==> src/rtl/i2c_tgt_pkg.sv <==
package i2c_tgt_pkg;
    localparam int DATA_W = 8;
    localparam int ADDR_W = DATA_W - 1;
    localparam int CNT_W  = $clog2(DATA_W + 1);

    typedef enum logic [2:0] {
        S_IDLE,
        S_ADDR,
        S_ADDR_ACK,
        S_WR_DATA,
        S_WR_ACK,
        S_RD_DATA,
        S_RD_ACK,
        S_SKIP
    } tgt_state_e;
endpackage

==> src/rtl/i2c_tgt_sync.sv <==
module i2c_tgt_sync #(
    parameter int STAGES = 2
) (
    input  logic clk,
    input  logic rst_n,
    input  logic scl_in,
    input  logic sda_in,
    output logic scl_q,
    output logic sda_q,
    output logic scl_rise,
    output logic scl_fall,
    output logic start_ev,
    output logic stop_ev
);
    logic [STAGES-1:0] scl_ff;
    logic [STAGES-1:0] sda_ff;
    logic              scl_p;
    logic              sda_p;

    generate
        if (STAGES == 1) begin : g_one
            always_ff @(posedge clk or negedge rst_n) begin
                if (!rst_n) begin
                    scl_ff <= '1;
                    sda_ff <= '1;
                end else begin
                    scl_ff <= scl_in;
                    sda_ff <= sda_in;
                end
            end
        end else begin : g_many
            always_ff @(posedge clk or negedge rst_n) begin
                if (!rst_n) begin
                    scl_ff <= '1;
                    sda_ff <= '1;
                end else begin
                    scl_ff <= {scl_ff[STAGES-2:0], scl_in};
                    sda_ff <= {sda_ff[STAGES-2:0], sda_in};
                end
            end
        end
    endgenerate

    always_ff @(posedge clk or negedge rst_n) begin
        if (!rst_n) begin
            scl_p <= 1'b1;
            sda_p <= 1'b1;
        end else begin
            scl_p <= scl_q;
            sda_p <= sda_q;
        end
    end

    assign scl_q    = scl_ff[STAGES-1];
    assign sda_q    = sda_ff[STAGES-1];
    assign scl_rise = scl_q & ~scl_p;
    assign scl_fall = ~scl_q & scl_p;
    assign start_ev = scl_q & scl_p & sda_p & ~sda_q;
    assign stop_ev  = scl_q & scl_p & ~sda_p & sda_q;
endmodule

==> src/rtl/i2c_tgt_fsm.sv <==
module i2c_tgt_fsm
    import i2c_tgt_pkg::*;
(
    input  logic              clk,
    input  logic              rst_n,
    input  logic [ADDR_W-1:0] own_addr,
    input  logic              sda_q,
    input  logic              scl_rise,
    input  logic              scl_fall,
    input  logic              start_ev,
    input  logic              stop_ev,
    input  logic [DATA_W-1:0] tx_byte,
    output logic              sda_oe,
    output logic              ev_match,
    output logic              ev_dir,
    output logic              ev_miss,
    output logic              ev_rx,
    output logic [DATA_W-1:0] rx_byte,
    output logic              ev_tx_load,
    output logic              ev_tx_ack,
    output logic              ev_mnack
);
    localparam logic [CNT_W-1:0] FULL_CNT = CNT_W'(DATA_W);
    localparam logic [CNT_W-1:0] LAST_OUT = CNT_W'(DATA_W - 1);

    tgt_state_e        st, nx;
    logic [DATA_W-1:0] sh;
    logic [CNT_W-1:0]  cnt;
    logic              seen_rise;
    logic              addr_hit;
    logic              rw_bit;

    assign addr_hit = (sh[DATA_W-1:1] == own_addr);
    assign rw_bit   = sh[0];

    always_ff @(posedge clk or negedge rst_n) begin
        if (!rst_n) st <= S_IDLE;
        else        st <= nx;
    end

    always_comb begin
        nx = st;
        unique case (st)
            S_IDLE:     nx = S_IDLE;
            S_ADDR:     if (scl_fall && cnt == FULL_CNT) nx = addr_hit ? S_ADDR_ACK : S_SKIP;
            S_ADDR_ACK: if (scl_fall && seen_rise) nx = rw_bit ? S_RD_DATA : S_WR_DATA;
            S_WR_DATA:  if (scl_fall && cnt == FULL_CNT) nx = S_WR_ACK;
            S_WR_ACK:   if (scl_fall && seen_rise) nx = S_WR_DATA;
            S_RD_DATA:  if (scl_fall && cnt == LAST_OUT) nx = S_RD_ACK;
            S_RD_ACK: begin
                if (scl_rise && sda_q)           nx = S_SKIP;
                else if (scl_fall && seen_rise)  nx = S_RD_DATA;
            end
            S_SKIP:     nx = S_SKIP;
            default:    nx = S_IDLE;
        endcase
        if (start_ev)     nx = S_ADDR;
        else if (stop_ev) nx = S_IDLE;
    end

    always_ff @(posedge clk or negedge rst_n) begin
        if (!rst_n) begin
            sh         <= '0;
            cnt        <= '0;
            seen_rise  <= 1'b0;
            sda_oe     <= 1'b0;
            ev_match   <= 1'b0;
            ev_dir     <= 1'b0;
            ev_miss    <= 1'b0;
            ev_rx      <= 1'b0;
            rx_byte    <= '0;
            ev_tx_load <= 1'b0;
            ev_tx_ack  <= 1'b0;
            ev_mnack   <= 1'b0;
        end else begin
            ev_match   <= 1'b0;
            ev_miss    <= 1'b0;
            ev_rx      <= 1'b0;
            ev_tx_load <= 1'b0;
            ev_tx_ack  <= 1'b0;
            ev_mnack   <= 1'b0;
            if (start_ev) begin
                cnt       <= '0;
                seen_rise <= 1'b0;
                sda_oe    <= 1'b0;
            end else if (stop_ev) begin
                sda_oe    <= 1'b0;
            end else begin
                unique case (st)
                    S_ADDR, S_WR_DATA: begin
                        if (scl_rise) begin
                            sh  <= {sh[DATA_W-2:0], sda_q};
                            cnt <= cnt + 1'b1;
                        end else if (scl_fall && cnt == FULL_CNT) begin
                            seen_rise <= 1'b0;
                            if (st == S_WR_DATA) begin
                                sda_oe  <= 1'b1;
                                ev_rx   <= 1'b1;
                                rx_byte <= sh;
                            end else if (addr_hit) begin
                                sda_oe   <= 1'b1;
                                ev_match <= 1'b1;
                                ev_dir   <= rw_bit;
                            end else begin
                                ev_miss  <= 1'b1;
                            end
                        end
                    end
                    S_ADDR_ACK, S_WR_ACK: begin
                        if (scl_rise) begin
                            seen_rise <= 1'b1;
                        end else if (scl_fall && seen_rise) begin
                            seen_rise <= 1'b0;
                            cnt       <= '0;
                            if (st == S_ADDR_ACK && rw_bit) begin
                                sh         <= tx_byte;
                                sda_oe     <= ~tx_byte[DATA_W-1];
                                ev_tx_load <= 1'b1;
                            end else begin
                                sda_oe     <= 1'b0;
                            end
                        end
                    end
                    S_RD_DATA: begin
                        if (scl_fall) begin
                            cnt <= cnt + 1'b1;
                            if (cnt == LAST_OUT) begin
                                sda_oe    <= 1'b0;
                                seen_rise <= 1'b0;
                            end else begin
                                sh     <= {sh[DATA_W-2:0], 1'b0};
                                sda_oe <= ~sh[DATA_W-2];
                            end
                        end
                    end
                    S_RD_ACK: begin
                        if (scl_rise) begin
                            seen_rise <= 1'b1;
                            ev_tx_ack <= 1'b1;
                            ev_mnack  <= sda_q;
                        end else if (scl_fall && seen_rise) begin
                            seen_rise  <= 1'b0;
                            cnt        <= '0;
                            sh         <= tx_byte;
                            sda_oe     <= ~tx_byte[DATA_W-1];
                            ev_tx_load <= 1'b1;
                        end
                    end
                    S_IDLE, S_SKIP: sda_oe <= 1'b0;
                    default:        sda_oe <= 1'b0;
                endcase
            end
        end
    end
endmodule

==> src/rtl/i2c_tgt_hostregs.sv <==
module i2c_tgt_hostregs
    import i2c_tgt_pkg::*;
(
    input  logic              clk,
    input  logic              rst_n,
    input  logic              ev_match,
    input  logic              ev_dir,
    input  logic              ev_miss,
    input  logic              stop_ev,
    input  logic              ev_rx,
    input  logic [DATA_W-1:0] rx_byte,
    input  logic              ev_tx_load,
    input  logic              ev_tx_ack,
    input  logic              ev_mnack,
    input  logic              host_wr_tx,
    input  logic [DATA_W-1:0] host_tx_data,
    input  logic              host_rd_rx,
    input  logic              host_rd_status,
    output logic [DATA_W-1:0] rx_data,
    output logic [DATA_W-1:0] tx_byte,
    output logic              st_active,
    output logic              st_read,
    output logic              st_end,
    output logic              st_rx_ready,
    output logic              st_tx_ready,
    output logic              st_nack,
    output logic              st_overrun
);
    logic [DATA_W-1:0] tx_hold;
    logic              tx_valid;

    assign tx_byte = tx_valid ? tx_hold : '1;

    always_ff @(posedge clk or negedge rst_n) begin
        if (!rst_n) begin
            st_active   <= 1'b0;
            st_read     <= 1'b0;
            st_end      <= 1'b0;
            st_rx_ready <= 1'b0;
            st_tx_ready <= 1'b1;
            st_nack     <= 1'b0;
            st_overrun  <= 1'b0;
            rx_data     <= '0;
            tx_hold     <= '0;
            tx_valid    <= 1'b0;
        end else begin
            if (host_rd_status) begin
                st_end     <= 1'b0;
                st_nack    <= 1'b0;
                st_overrun <= 1'b0;
            end

            if (ev_match) begin
                st_active <= 1'b1;
                st_read   <= ev_dir;
            end else if (ev_miss || stop_ev) begin
                st_active <= 1'b0;
                if (st_active) st_end <= 1'b1;
            end

            if (ev_rx) begin
                rx_data     <= rx_byte;
                st_rx_ready <= 1'b1;
                if (st_rx_ready && !host_rd_rx) st_overrun <= 1'b1;
            end else if (host_rd_rx) begin
                st_rx_ready <= 1'b0;
            end

            if (ev_tx_load) begin
                tx_valid    <= 1'b0;
                st_tx_ready <= 1'b0;
            end else if (ev_tx_ack) begin
                st_tx_ready <= 1'b1;
            end
            if (host_wr_tx) begin
                tx_hold  <= host_tx_data;
                tx_valid <= 1'b1;
            end

            if (ev_mnack) st_nack <= 1'b1;
        end
    end
endmodule

==> src/rtl/i2c_target_ctrl.sv <==
module i2c_target_ctrl
    import i2c_tgt_pkg::*;
#(
    parameter int SYNC_STAGES = 2
) (
    input  logic              clk,
    input  logic              rst_n,
    input  logic [ADDR_W-1:0] own_addr,
    input  logic              scl_in,
    input  logic              sda_in,
    output logic              sda_oe,
    input  logic              host_wr_tx,
    input  logic [DATA_W-1:0] host_tx_data,
    input  logic              host_rd_rx,
    output logic [DATA_W-1:0] rx_data,
    input  logic              host_rd_status,
    output logic              st_active,
    output logic              st_read,
    output logic              st_end,
    output logic              st_rx_ready,
    output logic              st_tx_ready,
    output logic              st_nack,
    output logic              st_overrun
);
    logic              scl_q, sda_q, scl_rise, scl_fall, start_ev, stop_ev;
    logic              ev_match, ev_dir, ev_miss, ev_rx;
    logic              ev_tx_load, ev_tx_ack, ev_mnack;
    logic [DATA_W-1:0] rx_byte;
    logic [DATA_W-1:0] tx_byte;

    i2c_tgt_sync #(.STAGES(SYNC_STAGES)) u_sync (
        .clk      (clk),
        .rst_n    (rst_n),
        .scl_in   (scl_in),
        .sda_in   (sda_in),
        .scl_q    (scl_q),
        .sda_q    (sda_q),
        .scl_rise (scl_rise),
        .scl_fall (scl_fall),
        .start_ev (start_ev),
        .stop_ev  (stop_ev)
    );

    i2c_tgt_fsm u_fsm (
        .clk        (clk),
        .rst_n      (rst_n),
        .own_addr   (own_addr),
        .sda_q      (sda_q),
        .scl_rise   (scl_rise),
        .scl_fall   (scl_fall),
        .start_ev   (start_ev),
        .stop_ev    (stop_ev),
        .tx_byte    (tx_byte),
        .sda_oe     (sda_oe),
        .ev_match   (ev_match),
        .ev_dir     (ev_dir),
        .ev_miss    (ev_miss),
        .ev_rx      (ev_rx),
        .rx_byte    (rx_byte),
        .ev_tx_load (ev_tx_load),
        .ev_tx_ack  (ev_tx_ack),
        .ev_mnack   (ev_mnack)
    );

    i2c_tgt_hostregs u_regs (
        .clk            (clk),
        .rst_n          (rst_n),
        .ev_match       (ev_match),
        .ev_dir         (ev_dir),
        .ev_miss        (ev_miss),
        .stop_ev        (stop_ev),
        .ev_rx          (ev_rx),
        .rx_byte        (rx_byte),
        .ev_tx_load     (ev_tx_load),
        .ev_tx_ack      (ev_tx_ack),
        .ev_mnack       (ev_mnack),
        .host_wr_tx     (host_wr_tx),
        .host_tx_data   (host_tx_data),
        .host_rd_rx     (host_rd_rx),
        .host_rd_status (host_rd_status),
        .rx_data        (rx_data),
        .tx_byte        (tx_byte),
        .st_active      (st_active),
        .st_read        (st_read),
        .st_end         (st_end),
        .st_rx_ready    (st_rx_ready),
        .st_tx_ready    (st_tx_ready),
        .st_nack        (st_nack),
        .st_overrun     (st_overrun)
    );
endmodule

==> config.mk <==
export PLATFORM = sky130hd
export DESIGN_NAME = i2c_target_ctrl
export DESIGN_NICKNAME = d
export VERILOG_FILES = /design/src/rtl/i2c_tgt_pkg.sv /design/src/rtl/i2c_tgt_sync.sv /design/src/rtl/i2c_tgt_fsm.sv /design/src/rtl/i2c_tgt_hostregs.sv /design/src/rtl/i2c_target_ctrl.sv
export SDC_FILE = /design/constraint.sdc
export NUM_CORES = 1
export LEC_CHECK = 0
export BUFFER_PORTS_ARGS = -buffer_cell sky130_fd_sc_hd__buf_2
export CAP_MARGIN = 20
export CORE_MARGIN = 1.5
export CORE_UTILIZATION = 55
export CTS_CLUSTER_SIZE = 40
export DETAILED_ROUTE_END_ITERATION = 8
export PLACE_DENSITY = 0.84
export SYNTH_ARGS = -nofsm -noshare
export SYNTH_HDL_FRONTEND = slang
export SYNTH_SLANG_ARGS = --single-unit
==> constraint.sdc <==
create_clock -name clk -period 3.81 [get_ports clk]
set_input_delay 0.1905 -clock clk [delete_from_list [all_inputs] [get_ports clk]]
set_output_delay 0.1905 -clock clk [all_outputs]
set_load 0.05 [all_outputs]
# --- Word level (Yosys, flattened, before mapping) ---
# Cells that the tools add are included.
# Widths: inputs -> output; s select.
classes:
  n_reduce_logical: 27
  n_eq_ne: 41
  bitwise: 17
  muxes: 105
  add_sub_neg: 1
op_table:
  columns: ["operator", "count"]
  rows:
  - ["$mux 1", 73]
  - ["$mux 8", 9]
  - ["$ne 4x2->1 const B", 9]
  - ["$mux 3", 11]
  - ["$pmux 8 s4", 1]
  - ["$mux 4", 6]
  - ["$pmux 3 s8", 1]
  - ["$reduce_and 6->1", 3]
  - ["$reduce_and 7->1", 2]
  - ["$eq 3x3->1 const B", 4]
  - ["$ne 3x2->1 const B", 4]
  - ["$ne 4x3->1 const B", 3]
  - ["$pmux 4 s3", 1]
  - ["$reduce_and 11->1", 1]
  - ["$ne 2x1->1 const B", 5]
  - ["$ne 5x2->1 const B", 2]
  - ["$not 1->1", 10]
  - ["$reduce_bool 2->1", 5]
  - ["$ne 2x2->1 const B", 4]
  - ["$reduce_and 8->1", 1]
  - ["$reduce_bool 4->1", 2]
  - ["$and 1x1->1", 7]
  - ["$eq 7x7->1", 1]
  - ["$eq 3x2->1 const B", 2]
  - ["16 further kinds", 24]
totals:
  output_inout_bits: 16
  in_bits: 22
  reg_bits: 62
  wordCells: 218

# --- Logic depth before layout (Yosys ltp) ---
# Gate-level depths: netlist (run 1).
depth:
  ltp_word: 8
  mapped_depth: 7
  ltp_nobuf: 7

# --- Modules after synthesis ---
# From an unflattened synthesis (run 1), not the netlist that was laid out.
unflattened:
  cells_unflattened: 249
  hier_area_um2: 2981.6
modules_own_cells:
  columns: ["module", "instances", "area_per_inst_um2", "cells_each"]
  rows:
  - ["i2c_tgt_fsm", 1, 1785.5, 175]
  - ["i2c_tgt_hostregs", 1, 1006.0, 64]
  - ["i2c_tgt_sync", 1, 190.2, 10]

# --- Worst setup path before layout (run 1) ---
# Ideal clock, no wire load.
synth_path:
  path_type: "reg2reg"
  start: "reg u_sync.scl_ff[1]"
  end: "reg u_fsm.st[2]"
  slack_ns: 2.046
  stages_incl_launch_ff: 7
  period_less_slack_ns: 1.764
  setup_time_ns: 0.111
  t_arrival_ns: 1.653
  required_time_ns: 3.699
  path_cell_list: "dfstp_2 buf_4 and2b_1 a32oi_1 a221oi_2 a31oi_1 a2111oi_2"
synth_via:
  elab_chain_cells: 6
synth_lines:
  columns: ["item", "line", "rtl"]
  rows:
  - ["start, declared", "i2c_tgt_sync.sv:15", "logic [STAGES-1:0] scl_ff;"]
  - ["start signal, assigned", "i2c_tgt_sync.sv:37", "scl_ff <= {scl_ff[STAGES-2:0], scl_in};"]
  - ["$and 1x1->1", "i2c_tgt_sync.sv:56", "assign scl_rise = scl_q & ~scl_p;"]
  - ["$logic_and 1x1->1", "i2c_tgt_fsm.sv:51", "if (scl_rise && sda_q) nx = S_SKIP;"]
  - ["$mux 3", "i2c_tgt_fsm.sv:51", null]
  - ["$pmux 3 s8", "i2c_tgt_fsm.sv:43", "unique case (st)"]
  - ["$mux 3", "i2c_tgt_fsm.sv:58", "else if (stop_ev) nx = S_IDLE;"]
  - ["$mux 3", "i2c_tgt_fsm.sv:57", "if (start_ev) nx = S_ADDR;"]
  - ["end signal, assigned", "i2c_tgt_fsm.sv:38", "else st <= nx;"]
  - ["end, declared", "i2c_tgt_fsm.sv:26", "tgt_state_e st, nx;"]
# Several ways; a longest one is shown, not always the timed one.
# A chain may end at the register's enable or synchronous reset.

# --- Worst setup path in the final report (run 1) ---
layout_path:
  start: "reg u_fsm.st[0]"
  end: "reg u_fsm.sh[6]"
layout_via:
  elab_chain_cells: 4
layout_lines:
  columns: ["item", "line", "rtl"]
  rows:
  - ["$eq 3x3->1, or another cell as far along", "i2c_tgt_fsm.sv:89", "unique case (st)"]
  - ["$reduce_or 2->1 or $logic_and 1x1->1 (tied branches)", "i2c_tgt_fsm.sv:89, i2c_tgt_fsm.sv:115", null]
  - ["$ne 2x2->1 (no source line), or another cell as far along", null, null]
  - ["$reduce_and 11->1 (no source line)", null, null]
  - ["end signal, assigned", "i2c_tgt_fsm.sv:92", "sh <= {sh[DATA_W-2:0], sda_q};"]
  - ["end signal, assigned", "i2c_tgt_fsm.sv:116", "sh <= tx_byte;"]
  - ["end signal, assigned", "i2c_tgt_fsm.sv:131", "sh <= {sh[DATA_W-2:0], 1'b0};"]
  - ["end, declared", "i2c_tgt_fsm.sv:27", "logic [DATA_W-1:0] sh;"]
# Several ways; a longest one is shown, not always the timed one.

==> summary.txt, run 1 <==
Outcome: finished clean
Die Outline Area: 0.005819 mm^2
Worst hold slack across all endpoints: 0.05540 ns
Worst path cell trace: nor2b_1, a21oi_1, o2111ai_2, mux2_2
Total congestion overflow after global routing: 0
Layout cell share with drive strength beyond 1: 0.3000
Final period utilization: 0.5787
Number of nets with antenna violations after routing: 0
Post-synthesis adder-cell area fraction: 0.008471
Number of buffers inserted by hold repair at cts: 3
Switching Share: 0.3657
Peak Freq: 453.5 MHz
Total negative setup slack: 0 ns
Cell depth of the worst setup path: 4
Cell with the biggest individual delay on the critical path: sky130_fd_sc_hd__dfrtp_1
Mapped Avg Cell Area: 11.11 um^2
Cell Int Power: 1468 uW
Post-CTS Setup Repair Bufs: 0
Number of antenna violations at the first check in global routing: 0
Area growth syn-to-layout: 14.91%
Number of resized instances in the post-cts repair step: 0
Std cell rows: 26
Largest family of logic cells by synthesized area: compound AO/OA/AOI/OAI gates
Buffers from clock root to sink, at most: 2
Mapped cell area: 0.002954 mm^2
Number of input and output port buffers inserted: 37
Maximum vdd ir drop: 422.9 uV
Width of the die: 76.29 um
Final setup violation count: 0
NetSw: 846.2 uW
Crit Reg-Reg Endpoint: u_fsm.sh[6]
Wire length of the first global-routing pass: 9.991 mm
Worst setup path start: u_fsm.st[0]
Max-capacitance violation count: 0
Effective utilization at floorplan: 0.5747
Routability congestion estimate from global placement: 0.8871
Pwr Total: 2314 uW
Sum of buffers and inverters on the critical path: 0
Data arrival time of the critical path: 2.42 ns
Sequential cell area fraction in the yosys report: 0.5282
DR vias: 2131
Number of design rule violations left after detail routing: 0
Xor/xnor cell area share of the yosys netlist: 0.02372
Core Footprint: 0.005140 mm^2
Count of unique library cells instantiated by Yosys: 57
Post-Synthesis Net Count: 290
Buffer cell driving the clock tree root: sky130_fd_sc_hd__clkbuf_8
Critical Path Sink Type: flop
Main synth FF type: sky130_fd_sc_hd__dfrtp_1
Number of primary I/O pins: 38
Final critical path time including I/O delays and setup: 2.205 ns
Average detailed-routed wire length per instance: 15.02 um
Total Nets Final: 329
Clk pin slew, worst setup/hold paths: 0.07 ns
Combinational fraction of design power: 0.330
First-pass DRT Iterations: 4
Insertion delay to the later sink of the worst-skew pair: 0.34 ns
# diodes: 0
Avg Vias per Cell: 5.608
Number of flops mapped to enable cells by yosys: 0
Post-place instance area: 0.003164 mm^2
Critical path start-end classification: flop to flop
Dominant delay contributor by cell family on the critical path: flip-flops
Proportion of register bits with asynchronous set or reset after synthesis: 1.000
Transition time at the pin with the least slew margin: 0.8895 ns
Required time of the critical path: 4.03 ns
Synth Register Bits: 62
Max-slew violation count: 0
Warnings from Yosys: 0
CTS tree: built
Via count of the first global-routing pass: 2109
Flop2flop setup slack: 1.61 ns
Clock sink count: 62
Placed wire-length estimate: 3.916 mm
Simple-gate area share of the yosys netlist: 0.1355
Share of cell area taken by muxes after synthesis: 0.1135
Maximum number of pins on one net before global-route repair: 41
Leak pwr: 0.001709 uW
Critical register-to-register path startpoint: u_fsm.st[0]
Die height: 76.29 um
Sequential share of power: 0.423
CP Capture Point: u_fsm.sh[6]
Level count of the clock H-tree: 3
Max_slew headroom: 0.4070
Worst Reg-to-Reg Cells: 4
Power density of the placed cells: 681.7 mW/mm^2
Worst min-delay path class: input pin to flop
Detailed Route Iter0 Violations: 135
Cts bufs inserted: 9
Cell count after synthesis: 266
Unrepaired setup endpoints after global routing: false
Cell area after layout: 0.003395 mm^2
Power share of the clock group: 0.247
Startpoint type of the worst setup path: flop
Global-route total usage across every layer: 0.2218
Synthesized-area fraction occupied by ao, oa, aoi and oai cells: 0.1465
Critical path's largest stage delay: 0.63 ns
Count of endpoints failing hold in the final timing report: 0
Clk_skew: 0.007806 ns
Critical path fanouts, max: 17
Post-layout utilization of the core: 0.6604
WL final: 5.706 mm
cells in the mapped netlist, drive strengths merged (5+ instances only):
library cell | number | area, um^2
a21o | 7 | 52.55
a21oi | 5 | 28.78
a31oi | 7 | 43.79
buf | 8 | 51.29
clkbuf | 5 | 18.77
dfrtp | 55 | 1376
dfstp | 7 | 183.9
inv | 16 | 60.06
mux2 | 28 | 315.3
nand2 | 17 | 63.81
nand2b | 5 | 31.28
nand3 | 5 | 25.02
nor2 | 20 | 75.07
nor2b | 5 | 31.28
o21ai | 16 | 80.08
xor2 | 8 | 70.07
state kept, by name, summed over array words and instances, names as in the netlist, 2 cells and up:
signal          flops
u_fsm.rx_byte       8
u_fsm.sh            8
u_regs.rx_data      8
u_regs.tx_hold      8
u_fsm.cnt           4
u_fsm.st            3
u_sync.scl_ff       2
u_sync.sda_ff       2
worst min path at each step:
stage / start / endpoint / slack (ns) / cells after the start
floorplan: rst_n / u_fsm.cnt[0] / -0.11 / 0
global placement: scl_in / u_sync.scl_ff[0] / 0.30 / 1
detailed placement: scl_in / u_sync.scl_ff[0] / 0.30 / 1
CTS: host_tx_data[6] / u_regs.tx_hold[6] / 0.04 / 3
global route: host_tx_data[4] / u_regs.tx_hold[4] / 0.06 / 3
finish: host_tx_data[6] / u_regs.tx_hold[6] / 0.06 / 3
stage by stage:
step / std cells / setup WS (ns)
final: 380 / 1.605
after global routing: 380 / 1.464
after CTS: 380 / 1.622
after detailed placement: 361 / 1.647
after global placement: 361 / 1.713
after floorplan: 266 / 2.046
logic make-up after synthesis:
logic type | after synthesis
xor+xnor | 8
simple gates | 76
mux | 30
buf+inv | 29
flops | 62
compound gates | 59
fa+ha+maj | 2
metal layers:
metal | part of all wire | global-route usage | vias up | wire length (um)
met5 | 0 | 0 | - | 0
met4 | 0.013 | 0.09815 | 0 | 77
met3 | 0.069 | 0.05749 | 9 | 391
met2 | 0.48 | 0.3384 | 82 | 2734
met1 | 0.44 | 0.2998 | 1022 | 2503
li1 | - | - | 1018 | -
power by group through the flow:
stage / clock network, uW / logic (uW) / registers (uW)
floorplan: 0 / 663 / 916
global placement: 0 / 735 / 978
detailed placement: 0 / 754 / 983
CTS: 584 / 764 / 973
global route: 607 / 854 / 1000
finish: 572 / 764 / 979
worst reg2reg max path: cells and delay by family, from the launching register on:
| family | cells | cell delay [ns] |
|---|---|---|
| mux | 1 | 0.40 |
| flops | 1 | 0.63 |
| simple gates | 1 | 0.53 |
| compound gates | 2 | 0.53 |
layout make-up:
type,instances,area [um^2]
fillers,418,1745
flip-flops and latches,62,1560
multi-input cells,175,1264
repair buffers,41,222.7
clock buffers,12,155.1
well taps,70,87.58
inverters,16,60.06
clock inverters,4,45.04
cells in the final DEF (no fill, tap or decap), types with 2 or more instances in the layout:
| cell type | synthesis | layout |
|---|---|---|
| sky130_fd_sc_hd__nand3b_1 | 4 | 4 |
| sky130_fd_sc_hd__dlygate4sd3_1 | 0 | 3 |
| sky130_fd_sc_hd__o211ai_1 | 4 | 4 |
| sky130_fd_sc_hd__nor2_1 | 20 | 20 |
| sky130_fd_sc_hd__a21o_1 | 7 | 7 |
| sky130_fd_sc_hd__nand4b_1 | 2 | 2 |
| sky130_fd_sc_hd__ha_1 | 2 | 2 |
| sky130_fd_sc_hd__and2b_1 | 2 | 2 |
| sky130_fd_sc_hd__and3_1 | 2 | 2 |
| sky130_fd_sc_hd__nor2b_1 | 5 | 5 |
| sky130_fd_sc_hd__dfrtp_1 | 55 | 55 |
| sky130_fd_sc_hd__clkinv_2 | 0 | 3 |
| sky130_fd_sc_hd__a21oi_1 | 4 | 4 |
| sky130_fd_sc_hd__nand2_1 | 17 | 17 |
| sky130_fd_sc_hd__clkbuf_8 | 0 | 11 |
| sky130_fd_sc_hd__mux2_2 | 25 | 25 |
| sky130_fd_sc_hd__a22oi_1 | 2 | 2 |
| sky130_fd_sc_hd__xor2_1 | 8 | 8 |
| sky130_fd_sc_hd__dfstp_2 | 7 | 7 |
| sky130_fd_sc_hd__nand3_1 | 5 | 5 |
| sky130_fd_sc_hd__a31oi_1 | 7 | 7 |
| sky130_fd_sc_hd__inv_1 | 16 | 16 |
| sky130_fd_sc_hd__buf_2 | 5 | 37 |
| sky130_fd_sc_hd__o21ai_0 | 14 | 14 |
| sky130_fd_sc_hd__or3_1 | 2 | 2 |
| sky130_fd_sc_hd__and2_1 | 3 | 3 |
| sky130_fd_sc_hd__o21ai_1 | 2 | 2 |
| sky130_fd_sc_hd__mux2i_1 | 2 | 2 |
| sky130_fd_sc_hd__nor3_1 | 2 | 2 |
| sky130_fd_sc_hd__nand2b_1 | 5 | 5 |
| sky130_fd_sc_hd__mux2_1 | 3 | 3 |
No activity file was read; power rests on OpenSTA's default activity.
==> inputs of run 2 (changes only) <==
--- a/config.mk
+++ b/config.mk
@@ -5,10 +5,11 @@
 export SDC_FILE = /design/constraint.sdc
 export NUM_CORES = 1
 export LEC_CHECK = 0
+export ABC_AREA = 1
 export BUFFER_PORTS_ARGS = -buffer_cell sky130_fd_sc_hd__buf_2
 export CAP_MARGIN = 20
 export CORE_MARGIN = 1.5
-export CORE_UTILIZATION = 55
+export CORE_UTILIZATION = 52
 export CTS_CLUSTER_SIZE = 40
 export DETAILED_ROUTE_END_ITERATION = 8
 export PLACE_DENSITY = 0.84
==> constraint.sdc (replaced) <==
create_clock -name clk -period 1.8 [get_ports clk]
set_input_delay 0.09 -clock clk [delete_from_list [all_inputs] [get_ports clk]]
set_output_delay 0.09 -clock clk [all_outputs]
set_load 0.05 [all_outputs]
==> summary.txt, run 2 <==
Switching Share: 0.3837 (was 0.3657)
Detailed Route Iter0 Violations: 163 (was 135)
Critical register-to-register path startpoint: u_sync.scl_p (was u_fsm.st[0])
Post-Synthesis Net Count: 376 (was 290)
Proportion of netlist area held by the largest area contributor: 0.4649 (was 0.4659)
Die height: 78.45 um (was 76.29 um)
Mapped Avg Cell Area: 8.410 um^2 (was 11.11 um^2)
Critical path start-end classification: flop to flop (unchanged)
Cell Int Power: 3200 uW (was 1468 uW)
Level count of the clock H-tree: 3 (unchanged)
Flop2flop setup slack: 0.11 ns (was 1.61 ns)
Commonest cells after routing, fill and taps aside: 98 x sky130_fd_sc_hd__nand2_1, 53 x sky130_fd_sc_hd__dfrtp_1, 43 x sky130_fd_sc_hd__inv_1, 37 x sky130_fd_sc_hd__buf_2, 31 x sky130_fd_sc_hd__o21ai_0 (was 55 x sky130_fd_sc_hd__dfrtp_1, 37 x sky130_fd_sc_hd__buf_2, 25 x sky130_fd_sc_hd__mux2_2, 20 x sky130_fd_sc_hd__nor2_1, 17 x sky130_fd_sc_hd__nand2_1)
Power density of the placed cells: 1429 mW/mm^2 (was 681.7 mW/mm^2)
Insertion delay to the later sink of the worst-skew pair: 0.35 ns (was 0.34 ns)
First-pass DRT Iterations: 4 (unchanged)
Number of antenna violations at the first check in global routing: 0 (unchanged)
Startpoint type of the worst setup path: flop (unchanged)
CP Capture Point: u_fsm.sh[7] (was u_fsm.sh[6])
Number of design rule violations left after detail routing: 0 (unchanged)
# diodes: 0 (unchanged)
Top cell type by total area after synthesis: sky130_fd_sc_hd__dfrtp_1 (unchanged)
Most used standard cell by instance count after synthesis: sky130_fd_sc_hd__nand2_1 (was sky130_fd_sc_hd__dfrtp_1)
Leak pwr: 0.001928 uW (was 0.001709 uW)
Main synth FF type: sky130_fd_sc_hd__dfrtp_1 (unchanged)
Worst min-delay path class: input pin to flop (unchanged)
Routability congestion estimate from global placement: 0.9506 (was 0.8871)
Via count of the first global-routing pass: 2424 (was 2109)
Synth Register Bits: 62 (unchanged)
WL final: 6.252 mm (was 5.706 mm)
Leading cell type in the layout, fill and taps excluded: sky130_fd_sc_hd__nand2_1 (was sky130_fd_sc_hd__dfrtp_1)
Wire length of the first global-routing pass: 10.75 mm (was 9.991 mm)
Worst min-delay path startpoint: host_rd_rx (was host_tx_data[6])
Warnings from Yosys: 0 (unchanged)
Number of input and output port buffers inserted: 37 (unchanged)
Count of endpoints failing hold in the final timing report: 0 (unchanged)
Critical path fanouts, max: 16 (was 17)
Post-synth top cells: 98 x sky130_fd_sc_hd__nand2_1, 55 x sky130_fd_sc_hd__dfrtp_1, 43 x sky130_fd_sc_hd__inv_1, 31 x sky130_fd_sc_hd__nor2_1, 31 x sky130_fd_sc_hd__o21ai_0 (was 55 x sky130_fd_sc_hd__dfrtp_1, 25 x sky130_fd_sc_hd__mux2_2, 20 x sky130_fd_sc_hd__nor2_1, 17 x sky130_fd_sc_hd__nand2_1, 16 x sky130_fd_sc_hd__inv_1)
Worst path cell trace: nand3_1, nand3_1, inv_1, nor2_1, nand3_2, buf_4, nand2_1, o21ai_2 (was nor2b_1, a21oi_1, o2111ai_2, mux2_2)
Outcome: finished clean (unchanged)
Final critical path time including I/O delays and setup: 1.691 ns (was 2.205 ns)
Max-slew violation count: 0 (unchanged)
Synthesized-area fraction occupied by ao, oa, aoi and oai cells: 0.1061 (was 0.1465)
Total Nets Final: 436 (was 329)
Number of flops mapped to enable cells by yosys: 0 (unchanged)
Number of nets with antenna violations after routing: 0 (unchanged)
Critical Path Sink Type: flop (unchanged)
Xor/xnor cell area share of the yosys netlist: 0.005917 (was 0.02372)
Count of unique library cells instantiated by Yosys: 33 (was 57)
Crit Reg-Reg Endpoint: u_fsm.sh[7] (was u_fsm.sh[6])
Peak Freq: 591.5 MHz (was 453.5 MHz)
Transition time at the pin with the least slew margin: 0.6529 ns (was 0.8895 ns)
Cts bufs inserted: 9 (unchanged)
Clock sink count: 62 (unchanged)
Cell count after synthesis: 352 (was 266)
Critical path's largest stage delay: 0.57 ns (was 0.63 ns)
Final period utilization: 0.9393 (was 0.5787)
Cell with the biggest individual delay on the critical path: sky130_fd_sc_hd__dfstp_2 (was sky130_fd_sc_hd__dfrtp_1)
Avg Vias per Cell: 5.063 (was 5.608)
Max-capacitance violation count: 0 (unchanged)
Required time of the critical path: 2.03 ns (was 4.03 ns)
Maximum number of pins on one net before global-route repair: 29 (was 41)
Worst hold slack across all endpoints: 0.02524 ns (was 0.05540 ns)
Largest family of logic cells by synthesized area: simple AND/OR/NAND/NOR gates (was compound AO/OA/AOI/OAI gates)
Buffers from clock root to sink, at most: 2 (unchanged)
Effective utilization at floorplan: 0.5376 (was 0.5747)
Total congestion overflow after global routing: 0 (unchanged)
Worst setup path start: u_sync.scl_p (was u_fsm.st[0])
Max_slew headroom: 0.5647 (was 0.4070)
Placed wire-length estimate: 4.628 mm (was 3.916 mm)
Layout cell share with drive strength beyond 1: 0.2542 (was 0.3000)
Sequential cell area fraction in the yosys report: 0.5270 (was 0.5282)
Post-synthesis adder-cell area fraction: 0.008453 (was 0.008471)
Area growth syn-to-layout: 22.78% (was 14.91%)
Final setup violation count: 0 (unchanged)
Average detailed-routed wire length per instance: 12.79 um (was 15.02 um)
Core Footprint: 0.005507 mm^2 (was 0.005140 mm^2)
Maximum vdd ir drop: 968.3 uV (was 422.9 uV)
Data arrival time of the critical path: 1.92 ns (was 2.42 ns)
Global-route total usage across every layer: 0.2305 (was 0.2218)
Worst Reg-to-Reg Cells: 8 (was 4)
Share of cell area taken by muxes after synthesis: 0.03423 (was 0.1135)
Die Outline Area: 0.006154 mm^2 (was 0.005819 mm^2)
Post-placement worst setup slack: 0.03907 ns (was 1.647 ns)
NetSw: 1993 uW (was 846.2 uW)
Clk pin slew, worst setup/hold paths: 0.07 ns (about the same)
Clk_skew: 0.006961 ns (was 0.007806 ns)
Power share of the clock group: 0.286 (was 0.247)
Smallest setup slack after layout: 0.1093 ns (was 1.605 ns)
Synth area leaders: sky130_fd_sc_hd__dfrtp_1 46%, sky130_fd_sc_hd__nand2_1 12%, sky130_fd_sc_hd__dfstp_2 6.2%, sky130_fd_sc_hd__inv_1 5.5%, sky130_fd_sc_hd__o21ai_0 5.2% (was sky130_fd_sc_hd__dfrtp_1 47%, sky130_fd_sc_hd__mux2_2 9.5%, sky130_fd_sc_hd__dfstp_2 6.2%, sky130_fd_sc_hd__nor2_1 2.5%, sky130_fd_sc_hd__o21ai_0 2.4%)
DR vias: 2476 (was 2131)
Buffer cell driving the clock tree root: sky130_fd_sc_hd__clkbuf_8 (unchanged)
Sequential share of power: 0.351 (was 0.423)
CTS tree: built (unchanged)
Simple-gate area share of the yosys netlist: 0.2358 (was 0.1355)
Width of the die: 78.45 um (was 76.29 um)
Std cell rows: 27 (was 26)
Combinational fraction of design power: 0.363 (was 0.330)
Dominant cell type by count on the critical path: sky130_fd_sc_hd__nand3_1
Mapped cell area: 0.002960 mm^2 (was 0.002954 mm^2)
Proportion of register bits with asynchronous set or reset after synthesis: 1.000 (unchanged)
Number of primary I/O pins: 38 (unchanged)
[run 2: cell count changes in the layout (fill, tap and decap cells not counted), sizes merged, moves of 5 or more]
cell / delta
inv: +35
nor2: +14
nand4: +5
nand2: +81
nand2b: -5
o21ai: +26
xor2: -7
dlygate4sd3: +8
a31oi: -7
nor2b: -5
mux2: -19
buf: +8
a21o: -5
nand3: +16
[run 2: how the worst min path moves through the flow]
stage | to | cells after the start
floorplan | u_fsm.cnt[0] | 0
global placement | u_regs.rx_data[3] | 1
detailed placement | u_regs.rx_data[4] | 1
CTS | u_regs.st_end | 4
global route | u_regs.st_rx_ready | 4
finish | u_regs.st_rx_ready | 4
[run 2: metal layers]
layer | up-vias | wire (um) | track usage
li1 | 1238 | - | -
met1 | 1151 | 2770 | 0.2879
met2 | 76 | 2981 | 0.3722
met3 | 11 | 389 | 0.06860
met4 | 0 | 110 | 0.09821
met5 | - | 0 | 0
[run 2: logic make-up (layout without fill, tap and decap cells)]
| logic type | after synthesis | after routing |
|---|---|---|
| and+or+nand+nor | 165 | 165 |
| DFF | 62 | 62 |
| buffers and inverters | 59 | 124 |
| AOI/OAI and AO/OA | 53 | 53 |
| muxes | 9 | 9 |
| adders and majority gates | 2 | 2 |
| xor gates and xnor gates | 2 | 2 |
[run 2: power by group through the flow]
stage                     clock network (uW)  logic, uW  registers [uW]
after global placement                     0       1780            1820
after floorplan                            0       1420            1830
after CTS                               1520       1850            1810
final                                   1490       1880            1820
after global routing                    1590       2150            1850
after detailed placement                   0       1810            1830
[run 2: what timing repair did]
item,in CTS,in global routing
gates resized for setup,0,6
hold endpoints to repair,29,0
setup endpoints to repair,0,13
hold buffers,11,0
buffers inserted,0,2
[run 2: cell type report]
cell class	count	area, um^2
clock inverter	7	121.4
inverter	51	191.4
sequential	62	1563
clock buffer	9	123.9
multi-input combinational	231	1170
timing repair buffer	57	375.4
fill	455	1872
tap	72	90.09
[run 2: worst max-delay path: cells and delay by family (launching register included)]
family	cells	cell delay, ns
AOI/OAI and AO/OA	1	0.06
DFF	1	0.57
and+or+nand+nor	5	0.68
buffers and inverters	2	0.27
[run 2: per-stage QoR]
stage | instances | cell area, um^2 | utilization | power (uW) | TNS, ns
6_report | 489 | 3635 | 0.6601 | 5193 | 0
3_3_place_gp | 460 | 3248 | 0.5899 | 3600 | 0
5_1_grt | 489 | 3635 | 0.6601 | 5588 | -0.001968
4_1_cts | 487 | 3603 | 0.6544 | 5174 | 0
3_5_place_dp | 460 | 3248 | 0.5899 | 3641 | 0
2_1_floorplan | 352 | 2960 | - | 3252 | 0
